[src/rtl/pdc_pkg.sv]
package pdc_pkg;
    localparam int BYTE_W  = 8;
    localparam int M_W     = 10;
    localparam int NA_W    = 3;
    localparam int M_HI_W  = M_W - BYTE_W;
    localparam int CMD_W   = 4;

    // Bit positions inside the command byte, lowest has priority
    localparam int CMD_INC  = 0;
    localparam int CMD_DEC  = 1;
    localparam int CMD_LOAD = 2;
    localparam int CMD_GET  = 3;

    typedef struct packed {
        logic            p;
        logic            nb;
        logic [NA_W-1:0] na;
        logic [M_W-1:0]  m;
    } div_cfg_t;

    localparam int CFG_W = $bits(div_cfg_t);
endpackage

[src/rtl/pdc_cmd_decode.sv]
module pdc_cmd_decode
    import pdc_pkg::*;
(
    input  logic             cmd_wr,
    input  logic [CMD_W-1:0] cmd_bits,
    output logic [CMD_W-1:0] cmd_oh
);
    logic [CMD_W-1:0] below;

    // below[i] is set when any lower-numbered command bit is set
    generate
        for (genvar i = 0; i < CMD_W; i++) begin : g_pri
            if (i == 0) begin : g_first
                assign below[i] = 1'b0;
            end else begin : g_rest
                assign below[i] = below[i-1] | cmd_bits[i-1];
            end
            assign cmd_oh[i] = cmd_wr & cmd_bits[i] & ~below[i];
        end
    endgenerate
endmodule

[src/rtl/pdc_step.sv]
module pdc_step #(
    parameter int W = 10
) (
    input  logic [W-1:0] val,
    input  logic         up,
    input  logic         down,
    output logic [W-1:0] nxt
);
    localparam logic [W-1:0] TOP = {W{1'b1}};

    always_comb begin
        nxt = val;
        if (up && (val != TOP)) begin
            nxt = val + 1'b1;
        end else if (down && (val != '0)) begin
            nxt = val - 1'b1;
        end
    end
endmodule

[src/rtl/pdc_rd_mux.sv]
module pdc_rd_mux
    import pdc_pkg::*;
#(
    parameter int              ADDR_W  = 8,
    parameter logic [ADDR_W-1:0] ADDR_LO = 'h00,
    parameter logic [ADDR_W-1:0] ADDR_HI = 'h01
) (
    input  logic [ADDR_W-1:0] addr,
    input  div_cfg_t          shd,
    input  logic              lock,
    output logic [BYTE_W-1:0] rbyte
);
    always_comb begin
        rbyte = '0;
        if (addr == ADDR_LO) begin
            rbyte = shd.m[BYTE_W-1:0];
        end else if (addr == ADDR_HI) begin
            rbyte = {lock, shd.p, shd.nb, shd.na, shd.m[M_W-1:BYTE_W]};
        end
    end
endmodule

[src/rtl/pll_div_ctrl.sv]
module pll_div_ctrl
    import pdc_pkg::*;
#(
    parameter int                ADDR_W   = 8,
    parameter logic [ADDR_W-1:0] ADDR_LO  = ADDR_W'('h00),
    parameter logic [ADDR_W-1:0] ADDR_HI  = ADDR_W'('h01),
    parameter logic [ADDR_W-1:0] ADDR_CMD = ADDR_W'('hF0)
) (
    input  logic              clk,
    input  logic              rst_n,
    input  logic              serial_mode,
    input  logic              reg_wr,
    input  logic              reg_rd,
    input  logic [ADDR_W-1:0] reg_addr,
    input  logic [BYTE_W-1:0] reg_wdata,
    output logic [BYTE_W-1:0] rd_data,
    input  logic [M_W-1:0]    pin_m,
    input  logic [NA_W-1:0]   pin_na,
    input  logic              pin_nb,
    input  logic              pin_p,
    input  logic              pll_lock,
    output logic [M_W-1:0]    act_m,
    output logic [NA_W-1:0]   act_na,
    output logic              act_nb,
    output logic              act_p
);
    typedef struct packed {
        div_cfg_t          act;
        div_cfg_t          shd;
        logic [BYTE_W-1:0] rdata;
    } ctrl_state_t;

    ctrl_state_t st_d, st_q;

    div_cfg_t          pin_cfg;
    logic              wr_lo, wr_hi, wr_cmd;
    logic [CMD_W-1:0]  cmd_oh;
    logic [M_W-1:0]    m_step;
    logic [BYTE_W-1:0] rd_byte;

    assign pin_cfg = '{p: pin_p, nb: pin_nb, na: pin_na, m: pin_m};

    // Bus writes count only in serial mode
    assign wr_lo  = serial_mode & reg_wr & (reg_addr == ADDR_LO);
    assign wr_hi  = serial_mode & reg_wr & (reg_addr == ADDR_HI);
    assign wr_cmd = serial_mode & reg_wr & (reg_addr == ADDR_CMD);

    pdc_cmd_decode u_dec (
        .cmd_wr   (wr_cmd),
        .cmd_bits (reg_wdata[CMD_W-1:0]),
        .cmd_oh   (cmd_oh)
    );

    pdc_step #(.W(M_W)) u_step (
        .val  (st_q.act.m),
        .up   (cmd_oh[CMD_INC]),
        .down (cmd_oh[CMD_DEC]),
        .nxt  (m_step)
    );

    pdc_rd_mux #(
        .ADDR_W  (ADDR_W),
        .ADDR_LO (ADDR_LO),
        .ADDR_HI (ADDR_HI)
    ) u_rmux (
        .addr  (reg_addr),
        .shd   (st_q.shd),
        .lock  (pll_lock),
        .rbyte (rd_byte)
    );

    always_comb begin
        st_d = st_q;
        if (!serial_mode) begin
            // Pins drive the dividers and the shadows mirror them
            st_d.act = pin_cfg;
            st_d.shd = pin_cfg;
        end else begin
            if (wr_lo) begin
                st_d.shd.m[BYTE_W-1:0] = reg_wdata;
            end
            if (wr_hi) begin
                st_d.shd.m[M_W-1:BYTE_W] = reg_wdata[M_HI_W-1:0];
                st_d.shd.na              = reg_wdata[M_HI_W +: NA_W];
                st_d.shd.nb              = reg_wdata[M_HI_W + NA_W];
                st_d.shd.p               = reg_wdata[M_HI_W + NA_W + 1];
            end
            if (cmd_oh[CMD_INC] || cmd_oh[CMD_DEC]) begin
                st_d.act.m = m_step;
            end
            if (cmd_oh[CMD_LOAD]) begin
                st_d.act = st_q.shd;
            end
            if (cmd_oh[CMD_GET]) begin
                st_d.shd = st_q.act;
            end
        end
        if (reg_rd) begin
            st_d.rdata = rd_byte;
        end
    end

    always_ff @(posedge clk or negedge rst_n) begin
        if (!rst_n) begin
            st_q <= '0;
        end else begin
            st_q <= st_d;
        end
    end

    assign act_m   = st_q.act.m;
    assign act_na  = st_q.act.na;
    assign act_nb  = st_q.act.nb;
    assign act_p   = st_q.act.p;
    assign rd_data = st_q.rdata;
endmodule

[config.mk]
export PLATFORM = sky130hd
export DESIGN_NAME = pll_div_ctrl
export DESIGN_NICKNAME = d
export VERILOG_FILES = /design/src/rtl/pdc_pkg.sv /design/src/rtl/pdc_cmd_decode.sv /design/src/rtl/pdc_step.sv /design/src/rtl/pdc_rd_mux.sv /design/src/rtl/pll_div_ctrl.sv
export SDC_FILE = /design/constraint.sdc
export NUM_CORES = 1
export LEC_CHECK = 0
export BUFFER_PORTS_ARGS = -buffer_cell sky130_fd_sc_hd__buf_2
export CORE_ASPECT_RATIO = 0.7
export CORE_MARGIN = 2
export CORE_UTILIZATION = 35
export DETAILED_ROUTE_END_ITERATION = 8
export PLACE_DENSITY = 0.63
export REMOVE_ABC_BUFFERS = 1
export SETUP_SLACK_MARGIN = 0.5
export SLEW_MARGIN = 10
export SYNTH_ARGS = -nofsm -noshare
export SYNTH_HDL_FRONTEND = slang
export SYNTH_SLANG_ARGS = --single-unit
[constraint.sdc]
create_clock -name clk -period 4.65 [get_ports clk]
set_input_delay 1.395 -clock clk [delete_from_list [all_inputs] [get_ports clk]]
set_output_delay 1.395 -clock clk [all_outputs]
set_load 0.005 [all_outputs]
; After elaboration in Yosys (flattened, before gate mapping)
; Cells that the tools add are included.
[totals]
elab_cells = 52
inputBits = 37
ff_bits = 38
output_inout_bits = 23
[op_classes]
n_bitwise = 16
reduce_logical = 6
eq_ne = 8
add_sub_neg = 2
mux = 10
[ops]
columns = cell, count
row1 = $mux 10, 3
row2 = $mux 15, 2
row3 = $mux 30, 1
row4 = $mux 8, 3
row5 = $and 1x1->1, 11
row6 = $add 10x1->10 const B, 1
row7 = $ne 10x10->1 const B, 1
row8 = $reduce_bool 10->1, 1
row9 = $sub 10x1->10 const B, 1
row10 = $ne 3x1->1 const B, 3
row11 = $eq 8x1->1 const B, 1
row12 = $eq 8x8->1 const B, 1
row13 = $logic_not 8->1, 1
row14 = $mux 7, 1
row15 = $ne 4x1->1 const B, 1
row16 = $not 1->1, 3
row17 = $logic_and 1x1->1, 2
row18 = $ne 2x1->1 const B, 1
row19 = $or 1x1->1, 2
row20 = $reduce_and 2->1, 1
row21 = $logic_or 1x1->1, 1

; Longest topological paths before layout
; Gate-level depths: netlist of the first run.
[logic_depth]
word_depth = 10
ltp_mapped = 13
depth_no_buf = 12

; Modules after synthesis
; From an unflattened synthesis of the first run, not the netlist that was laid out.
[hier_totals]
hier_cells = 304
area_unflattened_um2 = 2922.8
[by_module_without_submodules]
columns = module, n_inst, seq_area_each_um2, area_per_inst_um2, cells_each
row1 = pll_div_ctrl, 1, 950.9, 2144.6, 197
row2 = pdc_step, 1, 0.0, 566.8, 80
row3 = pdc_rd_mux, 1, 0.0, 146.4, 21
row4 = pdc_cmd_decode, 1, 0.0, 65.1, 6

; Least setup slack after synthesis of the first run
; No wires, ideal clock.
[synth_timing]
path_type = input to register
start = input port reg_addr[1]
end = register st_q, in the netlist act_m[8]
stages = 12
path_buffers = 1
arrival_ns = 3.625
slack_ns = 0.902
path_cell_list = nor3_4 > and4b_1 > buf_6 > o2111ai_4 > ha_1 > nor2b_1 > o31a_1 > o211ai_1 > nand2_1 > a31o_2 > a21oi_1 > o21ai_1
[synth_between]
elab_chain_len = 8
[synth_lines]
columns = element, line
row1 = start: declaration, pll_div_ctrl.sv:14  ; input logic [ADDR_W-1:0] reg_addr,
row2 = $eq 8x8->1 (*), pll_div_ctrl.sv:46  ; assign wr_cmd = serial_mode & reg_wr & (reg_addr == ADDR_CMD);
row3 = $and 1x1->1 (*), pll_div_ctrl.sv:46
row4 = $and 1x1->1, pdc_cmd_decode.sv:18  ; assign cmd_oh[i] = cmd_wr & cmd_bits[i] & ~below[i];
row5 = $logic_and 1x1->1, pdc_step.sv:13  ; if (up && (val != TOP)) begin
row6 = $mux 10, pdc_step.sv:13
row7 = $mux 10, pll_div_ctrl.sv:88  ; if (cmd_oh[CMD_INC] || cmd_oh[CMD_DEC]) begin
row8 = $mux 15, pll_div_ctrl.sv:91  ; if (cmd_oh[CMD_LOAD]) begin
row9 = $mux 30, pll_div_ctrl.sv:74  ; if (!serial_mode) begin
row10 = end signal: assignment, pll_div_ctrl.sv:107  ; st_q <= st_d;
row11 = end: declaration, pll_div_ctrl.sv:33  ; ctrl_state_t st_d, st_q;
; Every way passes the cells marked *; elsewhere a longest branch is shown, timed or not. The select of a mux whose other input is x is not followed.
; A chain may end at the register's enable or synchronous reset.

; Worst setup path after layout of the first run
; Ends and elaborated chain as after synthesis.

==> results of run 1 <==
==> cell type report <==
class | instances | area, um2
Clock buffer | 6 | 82.58
Clock inverter | 2 | 12.51
Fill cell | 742 | 4395
Inverter | 8 | 30.03
Multi-Input combinational cell | 212 | 1498
Sequential cell | 38 | 950.9
Tap cell | 98 | 122.6
Timing Repair Buffer | 63 | 325.3
==> what timing repair did <==
action | in CTS | in global routing
endpoints found under the hold margin | 0 | 0
gates resized for setup | 0 | 1
setup endpoints to repair | 0 | 1
==> cells in the final DEF (no fill, tap or decap), types with 5 or more instances in the layout <==
| master | n |
|---|---|
| mux2_2 | 7 |
| dfrtp_1 | 38 |
| a22oi_1 | 8 |
| a21oi_1 | 30 |
| nand2_1 | 20 |
| nor2b_1 | 5 |
| nor2_1 | 32 |
| o21ai_0 | 12 |
| ha_1 | 8 |
| o211ai_1 | 5 |
| clkbuf_8 | 6 |
| inv_1 | 8 |
| buf_2 | 59 |
==> logic make-up after synthesis <==
logic type | after synthesis | synth area share
AOI/OAI and AO/OA | 96 | 0.2516
xor gates and xnor gates | 7 | 0.02246
adders and majority gates | 9 | 0.04400
buffers and inverters | 43 | 0.1036
DFF | 38 | 0.3483
muxes | 12 | 0.05087
and+or+nand+nor | 88 | 0.1792
==> power groups by stage <==
| stage | clock network (mW) | registers [mW] | logic [mW] |
|---|---|---|---|
| floorplan | 0 | 0.393 | 0.111 |
| global placement | 0 | 0.402 | 0.184 |
| detailed placement | 0 | 0.403 | 0.188 |
| CTS | 0.248 | 0.396 | 0.188 |
| global route | 0.265 | 0.401 | 0.212 |
| finish | 0.246 | 0.397 | 0.189 |
==> how the worst max path moves through the flow <==
| stage | startpoint | to | slack (ns) | cells past startpoint |
|---|---|---|---|---|
| finish | reg_addr[1] | act_m[8] | 0.78 | 12 |
| global route | reg_addr[1] | act_m[8] | 0.54 | 12 |
| global placement | reg_addr[1] | act_m[8] | 0.47 | 12 |
| CTS | reg_addr[1] | act_m[8] | 0.69 | 12 |
| detailed placement | reg_addr[1] | act_m[8] | 0.38 | 12 |
| floorplan | reg_addr[1] | act_m[8] | 0.79 | 11 |
==> sequential cells by signal, indices dropped and copies added (netlist names) <==
register  flops
act_p         1
rd_data       8
act_na        3
act_m        10
act_nb        1
st_q         15
==> critical path, stage by stage <==
cell       delay [ns]
buf_2            0.11
nor3_4           0.22
and4b_2          0.40
o2111ai_4        0.29
ha_1             0.43
nor2b_1          0.16
o31a_1           0.29
o211ai_1         0.21
nand2_1          0.08
a31o_2           0.25
a21oi_1          0.14
o21ai_1          0.08
==> metrics by stage <==
| step | total power [mW] | worst slack (ns) | hold WS [ns] | util | area [um2] |
|---|---|---|---|---|---|
| finish | 0.8307 | 0.7825 | 0.5229 | 0.4074 | 3022 |
| global route | 0.8785 | 0.5445 | 0.5567 | 0.4074 | 3022 |
| CTS | 0.8331 | 0.6883 | 0.5297 | 0.4072 | 3020 |
| floorplan | 0.5040 | 0.7918 | 0.4853 | - | 2477 |
| global placement | 0.5863 | 0.4680 | 0.5068 | 0.3944 | 2925 |
| detailed placement | 0.5901 | 0.3807 | 0.5055 | 0.3944 | 2925 |
==> per-layer routing <==
layer | routed length [um] | track usage | up-vias | share of wire
met5 | 0 | 0 | - | 0
met4 | 56 | 0.03797 | 0 | 0.0075
met3 | 565 | 0.03445 | 6 | 0.076
met2 | 3012 | 0.2494 | 107 | 0.40
met1 | 3837 | 0.2901 | 1153 | 0.51
li1 | - | - | 1131 | -
==> impl_metrics.toml, run 1 <==
[sta]
slew_violations = 0
relSlewSlack = 0.4035
min_period_ns = 3.868
report.final.hold_viol_count = 0
setup_tns_ns = 0
max_freq_mhz = 258.6
worst_slew_pin_slew_ns = 0.8947
rsz0062_at_grt = "no"
period_share = 0.8317
setup_violations = 0
worst_clock_skew_ns = 0.005881

[logic_synthesis]
ys_seq_area_frac = 0.3483
avgSynthCellArea_um2 = 9.318
synth_edf_count = 0
synthTopCellsByArea = "dfrtp_1 (35%), buf_4 (6.3%), a21oi_1 (5.5%)"
synth.most_common_cell = "dfrtp_1"
synth_top_cell_area_share = 0.3483
synth_seq_cells = 38
async_flop_share = 1.000
ys.flop_type = "dfrtp_1"
synth.yosys.warnings = 0
synthesis.area_um2 = 2730
synth_cells = 293
synth_cell_types = 56
yosys.area.top_type = "dfrtp_1"
yosys-top-cells-count = "dfrtp_1 (38), nor2_1 (32), a21oi_1 (30)"

[layout]
drive_gt1_frac = 0.3070
finalNetCount = 374
area_delta_synth_final_pct = 10.68
antenna_cells = 0
fin_cells = 427

[worst_setup_path]
r2r_slack_ns = 1.63
endpoint_kind = "register"
critPathRequiredTime_ns = 4.83
rr_startpoint = "act_m[6]"
reg2regPathDepth = 12
arrival_ns = 4.05
cp-start-kind = "input pin"
crit_fanout = 12
worstReg2RegEnd = "act_m[8]"
path_class = "in -> reg"

[placed_design]
portBuffers = 59
gp_congestion = 0.8252
placed_cells = 419
hpwl_um = 5700

[clocking]
post_cts_buffers = 0
clockBufferDepth = 2
cts_tree = "yes"
cts-buffers-inserted = 5
clock_sinks = 38
hold_buffers = 0
clk_latency_ns = 0.29
ctsHtreeMaxLevel = 2
root_buffer = "clkbuf_8"
clk_pin_slew_ns = 0.08

[detailed_routing]
routed_wirelength_um = 7472
drtPass1Iterations = 5
drtIter0Drc = 132
post_drt_wl_per_cell_um = 17.50
vias_per_cell = 5.614
ant_nets = 0
vias = 2397
drc_errors = 0

[status]
status = "completed"

[global_routing]
grt-ovfl-total = 0
grt_max_degree = 39
antenna_found_initial = 0
grt_pass1_wl_um = 11960
grt_pass1_vias = 2264
grt.total_usage = 0.1819

[power_and_ir_drop]
leakage_nw = 1.319
seq_power_share = 0.477
p_comb_frac = 0.227
swShare = 0.3172
peakVddDrop_v = 0.0001162
power.density_nw_per_um2 = 274.9
switchingPower_mw = 0.2635
power.internal_mw = 0.5671
pwr-share-clk = 0.296

[hold_path]
hp-class = "reg -> reg"
hold_depth = 2
min_to = "rd_data[1]"
min_from = "rd_data[1]"

[die]
num_rows = 26
die_w_um = 109.6
design.core.area_um2 = 7417
ios = 60
dieHeight_um = 77.90
dieArea_um2 = 8534
start_util = 0.3681

[job]
drv_cap = 0
Power figures use the tool's default switching activity.
==> run 2, diff against run 1 <==
==> constraint.sdc (replaced) <==
create_clock -name clk -period 3.7 [get_ports clk]
set_input_delay 1.11 -clock clk [delete_from_list [all_inputs] [get_ports clk]]
set_output_delay 1.11 -clock clk [all_outputs]
set_load 0.005 [all_outputs]
==> run 2 against run 1 <==
  * Critical path type unchanged
  * Wire length grew 6.4%
  * Global-route usage grew 0.94 points
  * Clock power is 22% higher
  * Via count is 2.1% higher
  * Critical endpoint unchanged
  * Cell count increased by 4.4%
  * Largest cell class unchanged
==> impl_metrics.toml, run 2 (synthesis results as in run 1) <==
[power_and_ir_drop]
seq_power_share = 0.466
finalPower_mw = 1.081
swShare = 0.3139
power.density_nw_per_um2 = 327.8
peakVddDrop_v = 0.0001701
leakage_nw = 1.429
power.internal_mw = 0.7415
switchingPower_mw = 0.3393
p_comb_frac = 0.256
pwr-share-clk = 0.279

[clocking]
root_buffer = "clkbuf_8"
clk_latency_ns = 0.29
clockBufferDepth = 2
cts-buffers-inserted = 5
cts_tree = "yes"
clk_pin_slew_ns = 0.08
ctsHtreeMaxLevel = 2
hold_buffers = 0
clock_sinks = 38

[die]
dieArea_um2 = 8534
dieHeight_um = 77.90
num_rows = 26
design.core.area_um2 = 7417
die_w_um = 109.6
start_util = 0.3681
ios = 60

[layout]
area_delta_synth_final_pct = 20.76
largest_reg_flops = 15
mostFrequentLayoutCells = "buf_2 (55), dfrtp_1 (38), nor2_1 (30)"
layout_commonest_cell = "buf_2"
finalNetCount = 393
antenna_cells = 0
drive_gt1_frac = 0.3908
largest_register = "st_q"
stdcell_area_um2 = 3297
utilization = 0.4445

[status]
status = "completed"

[worst_setup_path]
critPathBufInv = 2
arrival_ns = 3.39
cp-startpoint = "reg_addr[2]"
cp_cell_sequence = "buf_6 -> nor3_4 -> and4b_2 -> o2111ai_4 -> buf_6 -> ha_4 -> o21a_1 -> o31a_1 -> o211ai_1 -> and4b_1 -> a31o_2 -> a21oi_2 -> o21ai_1"
endpoint_kind = "register"
rr_startpoint = "act_m[6]"
path_class = "in -> reg"
crit_fanout = 6
cp_top_family = "compound AO/OA/AOI/OAI gates"
cp-start-kind = "input pin"
crit_path_frequent_cell = "buf_6"
slowest_delay_ns = 0.31
crit_path_top_delay_cell = "and4b_2"
r2r_slack_ns = 0.79
critPathRequiredTime_ns = 3.88

[global_routing]
antenna_found_initial = 0
gr-max-usage-layer = "met1"
met1_usage = 0.2970
grt-ovfl-total = 0
grt_max_degree = 39
use_met3 = 0.03445
grt_use_met2 = 0.2735
grt_pass1_wl_um = 12530
grt_pass1_vias = 2418
grt.total_usage = 0.1913

[job]
drv_cap = 0

[placed_design]
postPlaceCellArea_um2 = 2970
pre_cts_slack_ns = 0.02659
gp_congestion = 0.8295
hpwl_um = 5745
portBuffers = 59

[detailed_routing]
post_drt_wl_per_cell_um = 17.82
drtPass1Iterations = 4
ant_nets = 0
vias = 2447
drtIter0Drc = 142
vias_per_cell = 5.487
drc_errors = 0
routed_wirelength_um = 7949

[sta]
slew_violations = 0
period_share = 0.8679
setup_violations = 0
setup_tns_ns = 0
worst_clock_skew_ns = 0.002445
worst_slew_pin_slew_ns = 0.9228
setup_ws_ns = 0.4887
max_freq_mhz = 311.4
rsz0062_at_grt = "yes"
min_period_ns = 3.211
report.final.hold_viol_count = 0
relSlewSlack = 0.3848

[hold_path]
hp-class = "reg -> reg"
min_from = "rd_data[1]"
-- run 2: changes by cell type in the layout (fill, tap and decap cells not counted), moves of 2 or more --
cell | previous run | this run
ha_4 | 0 | 5
nor2_1 | 32 | 30
nor2_2 | 1 | 3
o21ai_0 | 12 | 9
a21oi_1 | 30 | 26
a21oi_2 | 2 | 6
buf_6 | 0 | 7
buf_2 | 59 | 55
buf_4 | 4 | 20
ha_1 | 8 | 2
o21ai_1 | 4 | 6
-- run 2: stage by stage --
stage          std cells  hold slack, ns
2_1_floorplan        258          0.4853
3_5_place_dp         425          0.5104
6_report             446          0.5233
4_1_cts              444          0.5300
3_3_place_gp         425          0.5008
5_1_grt              446          0.5613
-- run 2: path summary, 6_finish.rpt --
kind / to / depth (start not counted)
min: rd_data[1] / 2
max in group asynchronous: st_q[9] / 1
min reg2reg: rd_data[1] / 2
min in group asynchronous: act_m[7] / 1
max: act_m[8] / 13
max reg2reg: act_m[8] / 12
-- run 2: worst min-delay path, cell delays in order, from the launching register on --
cell and delay (ns):
dfrtp_1 0.34, nor2_1 0.04, a21oi_1 0.10
-- run 2: layout make-up --
type | count | area (um2)
Tap cell | 98 | 122.6
Fill cell | 729 | 4120
Sequential cell | 38 | 950.9
Inverter | 8 | 30.03
Clock buffer | 7 | 86.33
Timing Repair Buffer | 82 | 504.2
Multi-Input combinational cell | 212 | 1598
Clock inverter | 1 | 5.005
-- run 2: power by group through the flow --
| stage | Sequential [mW] | Combinational, mW | Clock (mW) |
|---|---|---|---|
| 2_1_floorplan | 0.494 | 0.139 | 0 |
| 6_report | 0.503 | 0.276 | 0.301 |
| 3_5_place_dp | 0.507 | 0.237 | 0 |
| 3_3_place_gp | 0.505 | 0.232 | 0 |
| 4_1_cts | 0.502 | 0.262 | 0.306 |
| 5_1_grt | 0.508 | 0.307 | 0.328 |
-- run 2: what timing repair did --
item | CTS | global route
gates resized for setup | 19 | 9
setup buffers | 11 | 2
gates cloned | 0 | 0
endpoints found under the setup margin | 5 | 6
pin swaps | 18 | 10
-- run 2: metal layers --
layer / up-vias / share of wire
li1: 1166 / -
met1: 1181 / 0.51
met2: 90 / 0.42
met3: 10 / 0.064
met4: 0 / 0.0083
met5: - / 0
